$ cat src/rtl/gpio_irq_pkg.sv
package gpio_irq_pkg;
  localparam int ADDR_W = 8;
  localparam int NUM_CFG = 5;

  typedef enum int {CFG_EN = 0, CFG_MASK = 1, CFG_TYPE = 2, CFG_POL = 3, CFG_DUAL = 4} cfg_idx_e;

  localparam logic [ADDR_W-1:0] ADDR_STATUS  = 8'h70;
  localparam logic [ADDR_W-1:0] ADDR_ACK     = 8'h78;
  localparam logic [ADDR_W-1:0] ADDR_COMB    = 8'ha0;
  localparam logic [ADDR_W-1:0] ADDR_DUAL_RD = 8'hb8;

  function automatic logic [ADDR_W-1:0] cfg_set_addr(int idx);
    case (idx)
      CFG_EN:   return 8'h20;
      CFG_MASK: return 8'h30;
      CFG_TYPE: return 8'h40;
      CFG_POL:  return 8'h50;
      default:  return 8'hb0;
    endcase
  endfunction

  function automatic logic [ADDR_W-1:0] cfg_clr_addr(int idx);
    return cfg_set_addr(idx) + 8'h04;
  endfunction
endpackage

$ cat src/rtl/gpio_setclr_reg.sv
module gpio_setclr_reg
  import gpio_irq_pkg::*;
#(
  parameter int W = 32,
  parameter logic [ADDR_W-1:0] SET_ADDR = 8'h20,
  parameter logic [ADDR_W-1:0] CLR_ADDR = 8'h24
) (
  input  logic              clk_i,
  input  logic              rst_ni,
  input  logic              wr_en_i,
  input  logic [ADDR_W-1:0] waddr_i,
  input  logic [W-1:0]      wdata_i,
  output logic [W-1:0]      q_o
);
  logic [W-1:0] q;

  always_ff @(posedge clk_i or negedge rst_ni) begin
    if (!rst_ni) q <= '0;
    else if (wr_en_i && waddr_i == SET_ADDR) q <= q | wdata_i;
    else if (wr_en_i && waddr_i == CLR_ADDR) q <= q & ~wdata_i;
  end

  assign q_o = q;


  set_bits_chk: assert property (@(posedge clk_i) disable iff (!rst_ni)
    (wr_en_i && waddr_i == SET_ADDR) |=> ((q_o & $past(wdata_i)) == $past(wdata_i)));

  clr_bits_chk: assert property (@(posedge clk_i) disable iff (!rst_ni)
    (wr_en_i && waddr_i == CLR_ADDR) |=> ((q_o & $past(wdata_i)) == '0));

  keep_bits_chk: assert property (@(posedge clk_i) disable iff (!rst_ni)
    (wr_en_i && (waddr_i == SET_ADDR || waddr_i == CLR_ADDR))
      |=> ((q_o & ~$past(wdata_i)) == ($past(q_o) & ~$past(wdata_i))));
endmodule

$ cat src/rtl/gpio_line_detect.sv
module gpio_line_detect (
  input  logic clk_i,
  input  logic rst_ni,
  input  logic line_i,
  input  logic en_i,
  input  logic edge_i,
  input  logic pol_i,
  input  logic dual_i,
  input  logic ack_i,
  output logic raw_o
);
  logic prev_q, latch_q;
  logic rise, fall, evt, set;

  assign rise = line_i & ~prev_q;
  assign fall = ~line_i & prev_q;
  // dual-edge takes priority over type/polarity
  assign evt  = dual_i ? (rise | fall) : (edge_i & (pol_i ? rise : fall));
  assign set  = en_i & evt;

  always_ff @(posedge clk_i or negedge rst_ni) begin
    if (!rst_ni) begin
      prev_q  <= 1'b0;
      latch_q <= 1'b0;
    end else begin
      prev_q <= line_i;
      if (set) latch_q <= 1'b1;
      else if (ack_i) latch_q <= 1'b0;
    end
  end

  assign raw_o = (dual_i | edge_i) ? latch_q : (pol_i ? line_i : ~line_i);


  edge_wins_chk: assert property (@(posedge clk_i) disable iff (!rst_ni)
    (ack_i && en_i && evt) |=> latch_q);

  ack_clears_chk: assert property (@(posedge clk_i) disable iff (!rst_ni)
    (ack_i && !(en_i && evt)) |=> !latch_q);

  latch_hold_chk: assert property (@(posedge clk_i) disable iff (!rst_ni)
    (latch_q && !ack_i) |=> latch_q);

  no_new_evt_chk: assert property (@(posedge clk_i) disable iff (!rst_ni)
    (!en_i && !latch_q) |=> !latch_q);
endmodule

$ cat src/rtl/gpio_irq_unit.sv
module gpio_irq_unit
  import gpio_irq_pkg::*;
#(
  parameter int LINES = 32
) (
  input  logic              clk_i,
  input  logic              rst_ni,
  input  logic [LINES-1:0]  line_i,
  input  logic              wr_en_i,
  input  logic [ADDR_W-1:0] waddr_i,
  input  logic [LINES-1:0]  wdata_i,
  input  logic [ADDR_W-1:0] raddr_i,
  output logic [LINES-1:0]  rdata_o,
  output logic              irq_o
);
  logic [NUM_CFG-1:0][LINES-1:0] cfg;
  logic [LINES-1:0] ack, raw, status;
  logic comb_q, irq_q;

  for (genvar c = 0; c < NUM_CFG; c++) begin : g_cfg
    gpio_setclr_reg #(
      .W(LINES), .SET_ADDR(cfg_set_addr(c)), .CLR_ADDR(cfg_clr_addr(c))
    ) u_reg (
      .clk_i(clk_i), .rst_ni(rst_ni), .wr_en_i(wr_en_i),
      .waddr_i(waddr_i), .wdata_i(wdata_i), .q_o(cfg[c])
    );
  end

  assign ack = (wr_en_i && waddr_i == ADDR_ACK) ? wdata_i : '0;

  for (genvar i = 0; i < LINES; i++) begin : g_line
    gpio_line_detect u_det (
      .clk_i(clk_i), .rst_ni(rst_ni), .line_i(line_i[i]),
      .en_i(cfg[CFG_EN][i]), .edge_i(cfg[CFG_TYPE][i]), .pol_i(cfg[CFG_POL][i]),
      .dual_i(cfg[CFG_DUAL][i]), .ack_i(ack[i]), .raw_o(raw[i])
    );
  end

  assign status = raw & cfg[CFG_EN] & ~cfg[CFG_MASK];

  always_ff @(posedge clk_i or negedge rst_ni) begin
    if (!rst_ni) begin
      comb_q <= 1'b0;
      irq_q  <= 1'b0;
    end else begin
      if (wr_en_i && waddr_i == ADDR_COMB) comb_q <= wdata_i[0];
      irq_q <= comb_q & (|status);
    end
  end

  assign irq_o = irq_q;

  always_comb begin
    case (raddr_i)
      ADDR_STATUS:  rdata_o = status;
      ADDR_DUAL_RD: rdata_o = cfg[CFG_DUAL];
      default:      rdata_o = '0;
    endcase
  end


  comb_gate_chk: assert property (@(posedge clk_i) disable iff (!rst_ni)
    !comb_q |=> !irq_o);

  no_status_quiet_chk: assert property (@(posedge clk_i) disable iff (!rst_ni)
    (status == '0) |=> !irq_o);
endmodule

$ cat config.mk
export PLATFORM = sky130hd
export DESIGN_NAME = gpio_irq_unit
export DESIGN_NICKNAME = d
export VERILOG_FILES = /design/src/rtl/gpio_irq_pkg.sv /design/src/rtl/gpio_setclr_reg.sv /design/src/rtl/gpio_line_detect.sv /design/src/rtl/gpio_irq_unit.sv
export SDC_FILE = /design/constraint.sdc
export NUM_CORES = 1
export LEC_CHECK = 0
export BUFFER_PORTS_ARGS = -buffer_cell sky130_fd_sc_hd__buf_4
export CAP_MARGIN = 20
export CORE_MARGIN = 5
export CORE_UTILIZATION = 55
export CTS_CLUSTER_DIAMETER = 50
export DETAILED_ROUTE_END_ITERATION = 8
export PLACE_DENSITY = 0.83
export SLEW_MARGIN = 20
export SYNTH_ARGS = -nofsm -noshare
export SYNTH_HDL_FRONTEND = slang
export SYNTH_HIERARCHICAL = 1
export SYNTH_SLANG_ARGS = --single-unit
$ cat constraint.sdc
create_clock -name clk_i -period 6 [get_ports clk_i]
set_clock_uncertainty 0.2 [all_clocks]
set_input_delay 1.2 -clock clk_i [delete_from_list [all_inputs] [get_ports clk_i]]
set_output_delay 1.2 -clock clk_i [all_outputs]
set_load 0.05 [all_outputs]
==> results by group, run 1 <==
Run status
  – Result of the run: finished clean

Global route
  – Grt ovf: 0
  – Antenna violations before repair: 1
  – Number of global-route vias before repair: 10300
  – GRT Total Usage: 0.237
  – First-pass GRT wire length: 55.1 mm
  – Pin count of the biggest net entering global routing: 117

Logic synthesis
  – Number of flops mapped to enable cells by yosys: 0
  – Dominant register cell in the synthesized netlist: sky130_fd_sc_hd__dfrtp_1
  – Yosys top cell by area: sky130_fd_sc_hd__dfrtp_1
  – Synth Register Bits: between 200 and 250
  – Area share of the largest cell type after synthesis: 0.402
  – Count of unique library cells instantiated by Yosys: 38
  – Synthesized area per cell: 11.0 sq um
  – Cell types with the largest area share after synthesis: sky130_fd_sc_hd__dfrtp_1 40%, sky130_fd_sc_hd__mux2i_1 14%, sky130_fd_sc_hd__nand3_2 7.1%
  – Number of warnings reported in the yosys synthesis log: 6
  – Fraction of synthesis flops using an asynchronous set or reset pin: 1.00
  – Sequential fraction of the synthesis area: 0.402
  – Cell area after technology mapping: 0.0141 sq mm
  – Syn nets: 1426
  – Cells after synthesis: 1279

Route
  – Sum of routed wire length over all layers: 34.5 mm
  – Number of DRC violations after detailed routing: 0
  – ANT nets after route: 0
  – Vias after detailed routing: 9832
  – Number of search-and-repair iterations in the first detailed-routing pass: 7
  – Drt initial violations: approximately 800
  – Via density: 5.69
  – Routed wirelength normalized by instance count: 20.0 microns

Power and ir drop
  – Share of total power in combinational logic: 0.103
  – Maximum resistive drop on vdd: 0.207 mV
  – Power share of the sequential group: 0.449
  – Total power divided by cell area: 233 mW/mm^2
  – Switching power: 0.995 mW
  – Switching part of the total power: 0.270
  – Share of total power in the clock network: 0.447
  – Internal power: 2.69 mW
  – P_leak: 8.55 nW
  – Final Power: 3.69 mW

Timing
  – Final period demand of the worst path: 4.64 ns
  – Number of pins exceeding their max-slew limit in the final report: 0
  – Worst slew pin tran: around 1.1 ns
  – Maximum clock rate: 216 MHz
  – Final count of hold timing violations: 0
  – Total of endpoints with negative setup slack in the final report: 0
  – Fin Hold WS: 0.284 ns
  – Final sum of negative setup slack: 0 ns
  – Relative slew slack: 0.269
  – Final clock period utilization by the worst path: 0.773
  – Unrepaired setup endpoints after global routing: false

Worst setup path
  – Critical Path RT: 4.60 ns
  – Element type at the critical path end: output pin
  – Kind of start point of the critical path: input port
  – Arrival time reported for the critical path endpoint: between 3 and 4 ns
  – Critical setup path kind: input port to output pin
  – Critical path fanouts, max: 32

Place
  – Number of port buffers: 115
  – Placed wire-length estimate: 21.6 mm
  – Final GP Congestion: 0.768

Clock tree
  – Number of buffers inserted to repair setup after CTS: 0
  – Count of instances resized after the clock tree is built: 0
  – Buffers from clock root to sink, at most: 3
  – CTS buffer count: 28
  – CTS tree: done
  – Root Buffer Master: sky130_fd_sc_hd__clkbuf_16
  – Maximum level of the CTS H-tree: 1
  – Clock transition at path regs: 0.06 ns
  – Cts hold-fix bufs: 0
  – Number of clock sinks: 226
  – Clock latency at the later pin of the worst-skew pair: 0.55 ns

Hold path
  – Worst Hold Class: register to register

Cells and area
  – Final net count: 1525
  – Fill cell instance count of the final layout: 1940
  – Synthesis-to-finish area growth: 12.7%
  – Ratio of cells with drive above 1 in the final layout: 0.253
  – # diodes: 0

Job
  – Max-cap violation count: 0

Floorplan
  – Initial core utilization: 0.559
  – Die Span X: approximately 170 microns
  – Vert. Die Dim: 170 microns
  – Number of rows created at floorplan: 58
  – Core Region: 0.0252 sq mm
  – I/O Pins: roughly 120
  – Total die area: around 0.029 sq mm
==> path summary, 6_finish.rpt <==
| check | start | end | slack, ns | cells after the start |
|---|---|---|---|---|
| hold / removal | comb_q$_DFFE_PN0P_ | comb_q$_DFFE_PN0P_ | 0.28 | 1 |
| max in group asynchronous | rst_ni | async pin | 3.93 | 2 |
| min in group asynchronous | rst_ni | async pin | 0.46 | 1 |
| setup reg to reg | register | irq_o$_DFF_PN0_ | 3.65 | 6 |
| hold reg to reg | comb_q$_DFFE_PN0P_ | comb_q$_DFFE_PN0P_ | 0.28 | 1 |
| setup / recovery | raddr_i[2] | rdata_o[5] | 1.36 | 5 |
==> cell usage in the layout (no fill, tap or decap), types with 2 or more instances in the layout <==
| master | n |
|---|---|
| sky130_fd_sc_hd__inv_1 | 256 |
| sky130_fd_sc_hd__clkbuf_8 | 4 |
| sky130_fd_sc_hd__and2_1 | 32 |
| sky130_fd_sc_hd__and4bb_2 | 2 |
| sky130_fd_sc_hd__o31ai_2 | 32 |
| sky130_fd_sc_hd__o2bb2ai_2 | 30 |
| sky130_fd_sc_hd__mux2i_1 | 192 |
| sky130_fd_sc_hd__nand3b_1 | 96 |
| sky130_fd_sc_hd__nor4b_4 | 4 |
| sky130_fd_sc_hd__nor4bb_4 | 3 |
| sky130_fd_sc_hd__clkbuf_1 | 3 |
| sky130_fd_sc_hd__nor4_1 | 3 |
| sky130_fd_sc_hd__xor2_1 | 32 |
| sky130_fd_sc_hd__ha_1 | 64 |
| sky130_fd_sc_hd__dfrtp_1 | 226 |
| sky130_fd_sc_hd__o21ai_0 | 32 |
| sky130_fd_sc_hd__inv_6 | 3 |
| sky130_fd_sc_hd__nand2_1 | 2 |
| sky130_fd_sc_hd__nand4_1 | 8 |
| sky130_fd_sc_hd__clkinv_2 | 6 |
| sky130_fd_sc_hd__o221ai_1 | 32 |
| sky130_fd_sc_hd__nand3_2 | 100 |
| sky130_fd_sc_hd__nand3_1 | 61 |
| sky130_fd_sc_hd__clkinv_4 | 4 |
| sky130_fd_sc_hd__buf_4 | 127 |
| sky130_fd_sc_hd__clkbuf_16 | 28 |
==> metrics by stage <==
step	worst slack [ns]	instances	instance area (sq um)	util
4_1_cts	1.36	1729	15900	0.630
5_1_grt	1.31	1729	15900	0.630
6_report	1.36	1729	15900	0.630
3_3_place_gp	1.38	1678	14900	0.594
2_1_floorplan	1.48	1279	14100	-
3_5_place_dp	1.35	1678	14900	0.594
==> critical path: stages <==
cell	delay (ns)
sky130_fd_sc_hd__buf_4	0.11
sky130_fd_sc_hd__or4_4	0.59
sky130_fd_sc_hd__or4b_4	0.82
sky130_fd_sc_hd__a2bb2o_4	0.31
sky130_fd_sc_hd__buf_4	0.19
==> cell type report <==
type | count | area (sq um) | share of cell area
multi-input combinational | 737 | 6930 | 0.437
timing repair buffer | 129 | 988 | 0.0623
clock inverter | 16 | 145 | 0.00915
tap | 330 | 413 | 0.0260
inverter | 256 | 961 | 0.0606
sequential | 226 | 5660 | 0.357
clock buffer | 35 | 767 | 0.0484
==> cells by family after synthesis <==
| logic type | after synthesis | synth area share |
|---|---|---|
| AOI/OAI and AO/OA | 129 | 0.0944 |
| adders and majority gates | 64 | 0.0569 |
| buffers and inverters | 316 | 0.110 |
| and+or+nand+nor | 319 | 0.180 |
| xor gates and xnor gates | 32 | 0.0199 |
| DFF | 226 | 0.402 |
| muxes | 193 | 0.137 |
==> synthesized netlist by cell type, types with 2 or more instances <==
| cell type | instances |
|---|---|
| sky130_fd_sc_hd__nand3_2 | 100 |
| sky130_fd_sc_hd__and4bb_1 | 2 |
| sky130_fd_sc_hd__buf_12 | 9 |
| sky130_fd_sc_hd__nor4b_4 | 4 |
| sky130_fd_sc_hd__mux2i_1 | 192 |
| sky130_fd_sc_hd__nand3_1 | 61 |
| sky130_fd_sc_hd__o221ai_1 | 32 |
| sky130_fd_sc_hd__ha_1 | 64 |
| sky130_fd_sc_hd__and2_1 | 32 |
| sky130_fd_sc_hd__buf_8 | 4 |
| sky130_fd_sc_hd__inv_1 | 256 |
| sky130_fd_sc_hd__nand2_1 | 2 |
| sky130_fd_sc_hd__o2bb2ai_2 | 30 |
| sky130_fd_sc_hd__nor4bb_1 | 3 |
| sky130_fd_sc_hd__clkbuf_1 | 17 |
| sky130_fd_sc_hd__dfrtp_1 | 226 |
| sky130_fd_sc_hd__buf_6 | 18 |
| sky130_fd_sc_hd__o21ai_0 | 32 |
| sky130_fd_sc_hd__nand3b_1 | 96 |
| sky130_fd_sc_hd__nor4_1 | 3 |
| sky130_fd_sc_hd__nor3_1 | 2 |
| sky130_fd_sc_hd__buf_4 | 5 |
| sky130_fd_sc_hd__xor2_1 | 32 |
| sky130_fd_sc_hd__nand4_1 | 8 |
| sky130_fd_sc_hd__o31ai_2 | 32 |
| sky130_fd_sc_hd__buf_2 | 5 |
==> power groups by stage <==
stage	Clock (mW)	Sequential (mW)	Combinational (mW)
6_report	1.65	1.66	0.380
4_1_cts	1.68	1.66	0.382
3_5_place_dp	0	1.68	0.378
2_1_floorplan	0	1.67	0.205
3_3_place_gp	0	1.68	0.363
5_1_grt	1.74	1.67	0.420
==> per-layer routing <==
layer  GRT usage  routed length, microns  vias to the layer above
li1            -                       -                     4566
met1       0.302                   14600                     4935
met2       0.406                   16800                      245
met3      0.0453                    1840                       84
met4      0.0809                    1240                        2
met5           0                      13                        -
(Power assumes the default switching activity.)
==> run 2: changes to the inputs <==
clock period = 4.3 ns   (was 6 ns; I/O delays follow)
==> run 2 against run 1 <==
Net effect: sequential power rose by 39%; utilization grew 0.71 points; sequential share of layout area decreased by 0.40 points; setup slack worse by 1.0 ns.
==> results by group, run 2 (synthesized netlist as in run 1, its figures left out) <==
Floorplan
  – Total die area: 0.0289 sq mm
  – Die Span X: 170 microns
  – Vert. Die Dim: 170 microns
  – Initial core utilization: 0.559
  – Number of rows created at floorplan: between 50 and 60
  – Core Region: 0.0252 sq mm
  – I/O Pins: approximately 120

Place
  – Final GP Congestion: a little over 0.8
  – Number of port buffers: 115
  – Placed wire-length estimate: 22.3 mm

Global route
  – Pin count of the biggest net entering global routing: ~110
  – First-pass GRT wire length: ~57 mm
  – Number of global-route vias before repair: about 11000
  – Grt ovf: 0
  – Antenna violations before repair: 0
  – GRT Total Usage: 0.244

Cells and area
  – Commonest cells after routing, fill and taps aside: 256 x sky130_fd_sc_hd__inv_1, 226 x sky130_fd_sc_hd__dfrtp_1, 192 x sky130_fd_sc_hd__mux2i_1
  – Core Util, Final: 0.637
  – # diodes: 0
  – Synthesis-to-finish area growth: 14.0%
  – Commonest non-fill, non-tap cell in the layout: sky130_fd_sc_hd__inv_1
  – Fill cell instance count of the final layout: 1947
  – Final net count: 1532
  – Ratio of cells with drive above 1 in the final layout: 0.258

Timing
  – Worst slew pin tran: 0.877 ns
  – Final clock period utilization by the worst path: 0.919
  – Final sum of negative setup slack: 0 ns
  – Final period demand of the worst path: 3.95 ns
  – Total of endpoints with negative setup slack in the final report: 0
  – Maximum clock rate: between 200 and 300 MHz
  – Number of pins exceeding their max-slew limit in the final report: 0
  – Final count of hold timing violations: 0
  – Relative slew slack: 0.415
  – Unrepaired setup endpoints after global routing: false

Worst setup path
  – Arrival time reported for the critical path endpoint: 2.89 ns
  – Critical setup path kind: input port to output pin
  – Critical path fanouts, max: 32
  – Critical Path RT: between 3 and 4 ns
  – Element type at the critical path end: output pin
  – CP Launch Point: raddr_i[2]
  – Kind of start point of the critical path: input port
  – Setup slack on the worst flop-to-flop path: 1.93 ns

Job
  – Max-cap violation count: 0

Clock tree
  – Count of instances resized after the clock tree is built: 0
  – Clock latency at the later pin of the worst-skew pair: roughly 0.55 ns
  – Clock transition at path regs: 0.05 ns
  – CTS buffer count: 30
  – Number of buffers inserted to repair setup after CTS: 0
  – Maximum level of the CTS H-tree: 1
  – Buffers from clock root to sink, at most: 3
  – CTS tree: done
  – Root Buffer Master: sky130_fd_sc_hd__clkbuf_16
  – Cts hold-fix bufs: 0
  – Number of clock sinks: 226

Route
  – Routed wirelength normalized by instance count: ~20 microns
  – Number of DRC violations after detailed routing: 0
  – Drt initial violations: between 800 and 900
  – ANT nets after route: 0
  – Sum of routed wire length over all layers: ~35 mm
  – Number of search-and-repair iterations in the first detailed-routing pass: 5
  – Vias after detailed routing: between 10000 and 15000
  – Via density: 5.76

Hold path
  – Worst Hold Class: input port to async pin

Power and ir drop
  – P_leak: 8.63 nW
  – Total power divided by cell area: 339 mW/mm^2
  – Maximum resistive drop on vdd: 0.253 mV
  – Final Power: between 5 and 6 mW

Run status
  – Result of the run: finished clean
-- run 2: changes by cell type in the layout (fill, tap and decap cells not counted), sizes merged --
| cell | before | now |
|---|---|---|
| buf | 129 | 134 |
| clkinvlp | 1 | 2 |
| bufinv | 1 | 3 |
| clkbuf | 35 | 39 |
| inv | 259 | 261 |
| clkinv | 11 | 6 |
-- run 2: metrics by stage --
stage / worst slack, ns / cells / instance area [sq um] / hold WS (ns)
floorplan: 0.458 / 1279 / 14100 / 0.251
global placement: 0.360 / 1683 / 15000 / 0.265
detailed placement: 0.345 / 1683 / 15000 / 0.283
CTS: 0.346 / 1738 / 16000 / 0.215
global route: 0.301 / 1738 / 16000 / 0.229
finish: 0.347 / 1738 / 16000 / 0.140
-- run 2: final cells by class --
| class | count | area (sq um) | share of cell area |
|---|---|---|---|
| Multi-Input combinational cell | 737 | 6920 | 0.432 |
| Timing Repair Buffer | 134 | 1040 | 0.0648 |
| Tap cell | 330 | 413 | 0.0257 |
| Inverter | 256 | 961 | 0.0599 |
| Sequential cell | 226 | 5660 | 0.353 |
| Clock inverter | 16 | 189 | 0.0118 |
| Clock buffer | 39 | 856 | 0.0534 |
-- run 2: where the power goes --
group          internal, mW  switching (mW)  total, mW
Sequential             2.22          0.0976       2.31
Combinational         0.206           0.328      0.533
Clock                  1.59            1.00       2.59
Total                  4.01            1.43       5.44
-- run 2: worst paths after layout --
check,to,depth (start not counted)
max reg2reg,irq_o$_DFF_PN0_,6
max in group asynchronous,g_line[3].u_det/prev_q$_DFF_PN0_,2
max,rdata_o[29],5
min,g_line[23].u_det/prev_q$_DFF_PN0_,1
min reg2reg,comb_q$_DFFE_PN0P_,1
min in group clk_i,g_line[19].u_det/prev_q$_DFF_PN0_,1
-- run 2: worst max-delay path: stages --
cell and delay [ns]:
sky130_fd_sc_hd__buf_4 0.11, sky130_fd_sc_hd__or4_4 0.58, sky130_fd_sc_hd__or4b_4 0.82, sky130_fd_sc_hd__o2bb2ai_2 0.26, sky130_fd_sc_hd__buf_4 0.23
-- run 2: per-layer routing --
layer / share of wire / wire length [microns] / track usage / vias to the layer above
met2: 0.49 / 17300 / 0.419 / 294
met3: 0.060 / 2130 / 0.0437 / 80
met5: 0 / 0 / 0 / -
met1: 0.41 / 14500 / 0.309 / 5035
met4: 0.034 / 1200 / 0.0889 / 0
li1: - / - / - / 4595
==> run 3: changes to the inputs <==
PLACE_DENSITY = 0.74   (was 0.83)
REMOVE_ABC_BUFFERS = 1   (was default)
==> run 3 against run 2 <==
Net effect: critical path depth is the same; first-iteration DRC count down 17%; register-to-register slack improved by 0.28 ns; cell area rose by 0.73%; routed wire length decreased by 4.8%; clock power up 3%; total power increased by 1.2%; flip-flop and latch count unchanged; sequential power hardly changed; die area unchanged; via count fell by 1.8%; final cell count grew 0.46%.
==> results by group, run 3 (synthesized netlist as in run 1, its figures left out) <==
Worst setup path
  – Element type at the critical path end: output pin
  – Critical setup path kind: input port to output pin
  – Largest stage delay on the critical path: 0.81 ns
  – Kind of start point of the critical path: input port
  – Crit-path most repeated cell: sky130_fd_sc_hd__buf_4
  – Critical path fanouts, max: 32
  – Worst-path cell with the longest stage delay: sky130_fd_sc_hd__or4b_4
  – Critical path, cell by cell: buf_4 -> or4_4 -> or4b_4 -> o2bb2ai_1 -> buf_4
  – Delay-heaviest family, CP: simple AND/OR/NAND/NOR gates
  – Critical Path RT: approximately 3.2 ns
  – Arrival time reported for the critical path endpoint: about 2.9 ns
  – CP Buf/Inv Count: 2
  – CP Depth: 5
  – Worst reg2reg path depth: 6

Route
  – ANT nets after route: 0
  – Vias after detailed routing: between 9000 and 10000
  – Drt initial violations: roughly 680
  – Number of search-and-repair iterations in the first detailed-routing pass: 5
  – Number of DRC violations after detailed routing: 0
  – Sum of routed wire length over all layers: 33.5 mm
  – Via density: approximately 5.6
  – Routed wirelength normalized by instance count: 19.2 microns

Power and ir drop
  – P_leak: 8.69 nW
  – Share of total power in combinational logic: 0.096
  – Switching power: roughly 1.4 mW
  – Switching part of the total power: 0.254
  – Power share of the sequential group: 0.420
  – Internal power: between 4 and 5 mW
  – Maximum resistive drop on vdd: between 0.3 and 0.4 mV
  – Total power divided by cell area: 341 mW/mm^2
  – Share of total power in the clock network: 0.484

Clock tree
  – Clock transition at path regs: about 0.050 ns
  – Root Buffer Master: sky130_fd_sc_hd__clkbuf_16
  – Clock latency at the later pin of the worst-skew pair: roughly 0.55 ns
  – Number of clock sinks: 226
  – Maximum level of the CTS H-tree: 1
  – Cts hold-fix bufs: 0
  – Count of instances resized after the clock tree is built: 0
  – Number of buffers inserted to repair setup after CTS: 0
  – Buffers from clock root to sink, at most: 3
  – CTS buffer count: 31
  – CTS tree: done

Floorplan
  – Number of rows created at floorplan: 58
  – Total die area: 0.0289 sq mm
  – Die Span X: 170 microns
  – Vert. Die Dim: 170 microns
  – Initial core utilization: 0.559
  – Core Region: 0.0252 sq mm
  – I/O Pins: 116

Cells and area
  – Ratio of cells with drive above 1 in the final layout: 0.260
  – Final net count: 1539
  – Commonest cells after routing, fill and taps aside: 256 x sky130_fd_sc_hd__inv_1, 226 x sky130_fd_sc_hd__dfrtp_1, 192 x sky130_fd_sc_hd__mux2i_1
  – Summed area of non-filler cells in the final layout: 0.0162 sq mm
  – Fill cell instance count of the final layout: around 2000
  – Synthesis-to-finish area growth: 14.8%
  – Commonest non-fill, non-tap cell in the layout: sky130_fd_sc_hd__inv_1

Timing
  – Slack of the critical path: ~0.39 ns
  – Final clock period utilization by the worst path: 0.908
  – Final count of hold timing violations: 0
  – Total of endpoints with negative setup slack in the final report: 0
  – Maximum clock rate: ~260 MHz
  – Number of pins exceeding their max-slew limit in the final report: 0
  – Relative slew slack: 0.284
  – Worst slew pin tran: ~1.1 ns
  – Unrepaired setup endpoints after global routing: false
  – Final period demand of the worst path: 3.91 ns

Job
  – Max-cap violation count: 0

Global route
  – Antenna violations before repair: 1
  – Pin count of the biggest net entering global routing: 119
  – GRT Total Usage: 0.231
  – Number of global-route vias before repair: ~10000
  – Most congested layer reported by global routing: met2
  – Grt ovf: 0
  – First-pass GRT wire length: 54.1 mm
  – Met2 demand-to-capacity share in global routing: 0.382
  – Global Route met3 Usage: 0.0379
  – GR Util met1: 0.317

Run status
  – Result of the run: finished clean

Place
  – DP Area: about 0.015 sq mm
  – Placed wire-length estimate: ~22 mm
  – Worst slack, placed: 0.390 ns
  – Final GP Congestion: between 0.7 and 0.8
  – Number of port buffers: 115

Hold path
  – Worst Hold Class: input port to async pin
==> run 3: worst reg2reg max path, cell delays in order, from the launching register on <==
cell                       delay (ns)
sky130_fd_sc_hd__dfrtp_1         0.44
sky130_fd_sc_hd__o21ai_0         0.22
sky130_fd_sc_hd__o31ai_2         0.10
sky130_fd_sc_hd__nand3b_1        0.17
sky130_fd_sc_hd__nand4_1         0.23
sky130_fd_sc_hd__nor4_1          0.47
sky130_fd_sc_hd__a21boi_1        0.12
==> run 3: path summary, 6_finish.rpt <==
check,start,end,slack (ns)
setup / recovery,raddr_i[2],rdata_o[15],0.39
hold / removal,rst_ni,async pin,0.12
setup reg to reg,register,irq_o$_DFF_PN0_,2.21
hold reg to reg,comb_q$_DFFE_PN0P_,comb_q$_DFFE_PN0P_,0.28
max in group asynchronous,rst_ni,async pin,3.19
min in group clk_i,line_i[19],g_line[19].u_det/prev_q$_DFF_PN0_,0.25
==> run 3: final cells by class <==
cell class                      count  area (sq um)  area share
Multi-Input combinational cell    737          6920       0.429
Sequential cell                   226          5660       0.350
Timing Repair Buffer              140          1120      0.0694
Inverter                          256           961      0.0595
Clock buffer                       43           891      0.0552
Tap cell                          330           413      0.0256
Clock inverter                     13           185      0.0115
Antenna cell                        1          2.50    0.000155
==> run 3: metrics by stage <==
| step | util | cells | TNS, ns | total power, mW | hold WS [ns] |
|---|---|---|---|---|---|
| 4_1_cts | 0.641 | 1745 | 0 | 5.54 | 0.194 |
| 3_5_place_dp | 0.599 | 1689 | 0 | 2.88 | 0.272 |
| 5_1_grt | 0.641 | 1746 | 0 | 5.70 | 0.202 |
| 3_3_place_gp | 0.599 | 1689 | 0 | 2.86 | 0.263 |
| 6_report | 0.641 | 1746 | 0 | 5.51 | 0.121 |
| 2_1_floorplan | - | 1219 | -97.50 | 2.57 | 0.251 |
==> run 3: metal layers <==
layer  routed length (microns)  up-vias
li1                          -     4601
met1                     14900     4919
met2                     16000      241
met3                      1710       63
met4                       865        0
met5                         0        -
==> run 3: power by group through the flow <==
stage,registers (mW),clock network [mW],logic (mW)
6_report,2.31,2.66,0.529
5_1_grt,2.33,2.79,0.589
4_1_cts,2.31,2.70,0.535
3_5_place_dp,2.35,0,0.530
3_3_place_gp,2.34,0,0.516
2_1_floorplan,2.32,0,0.249
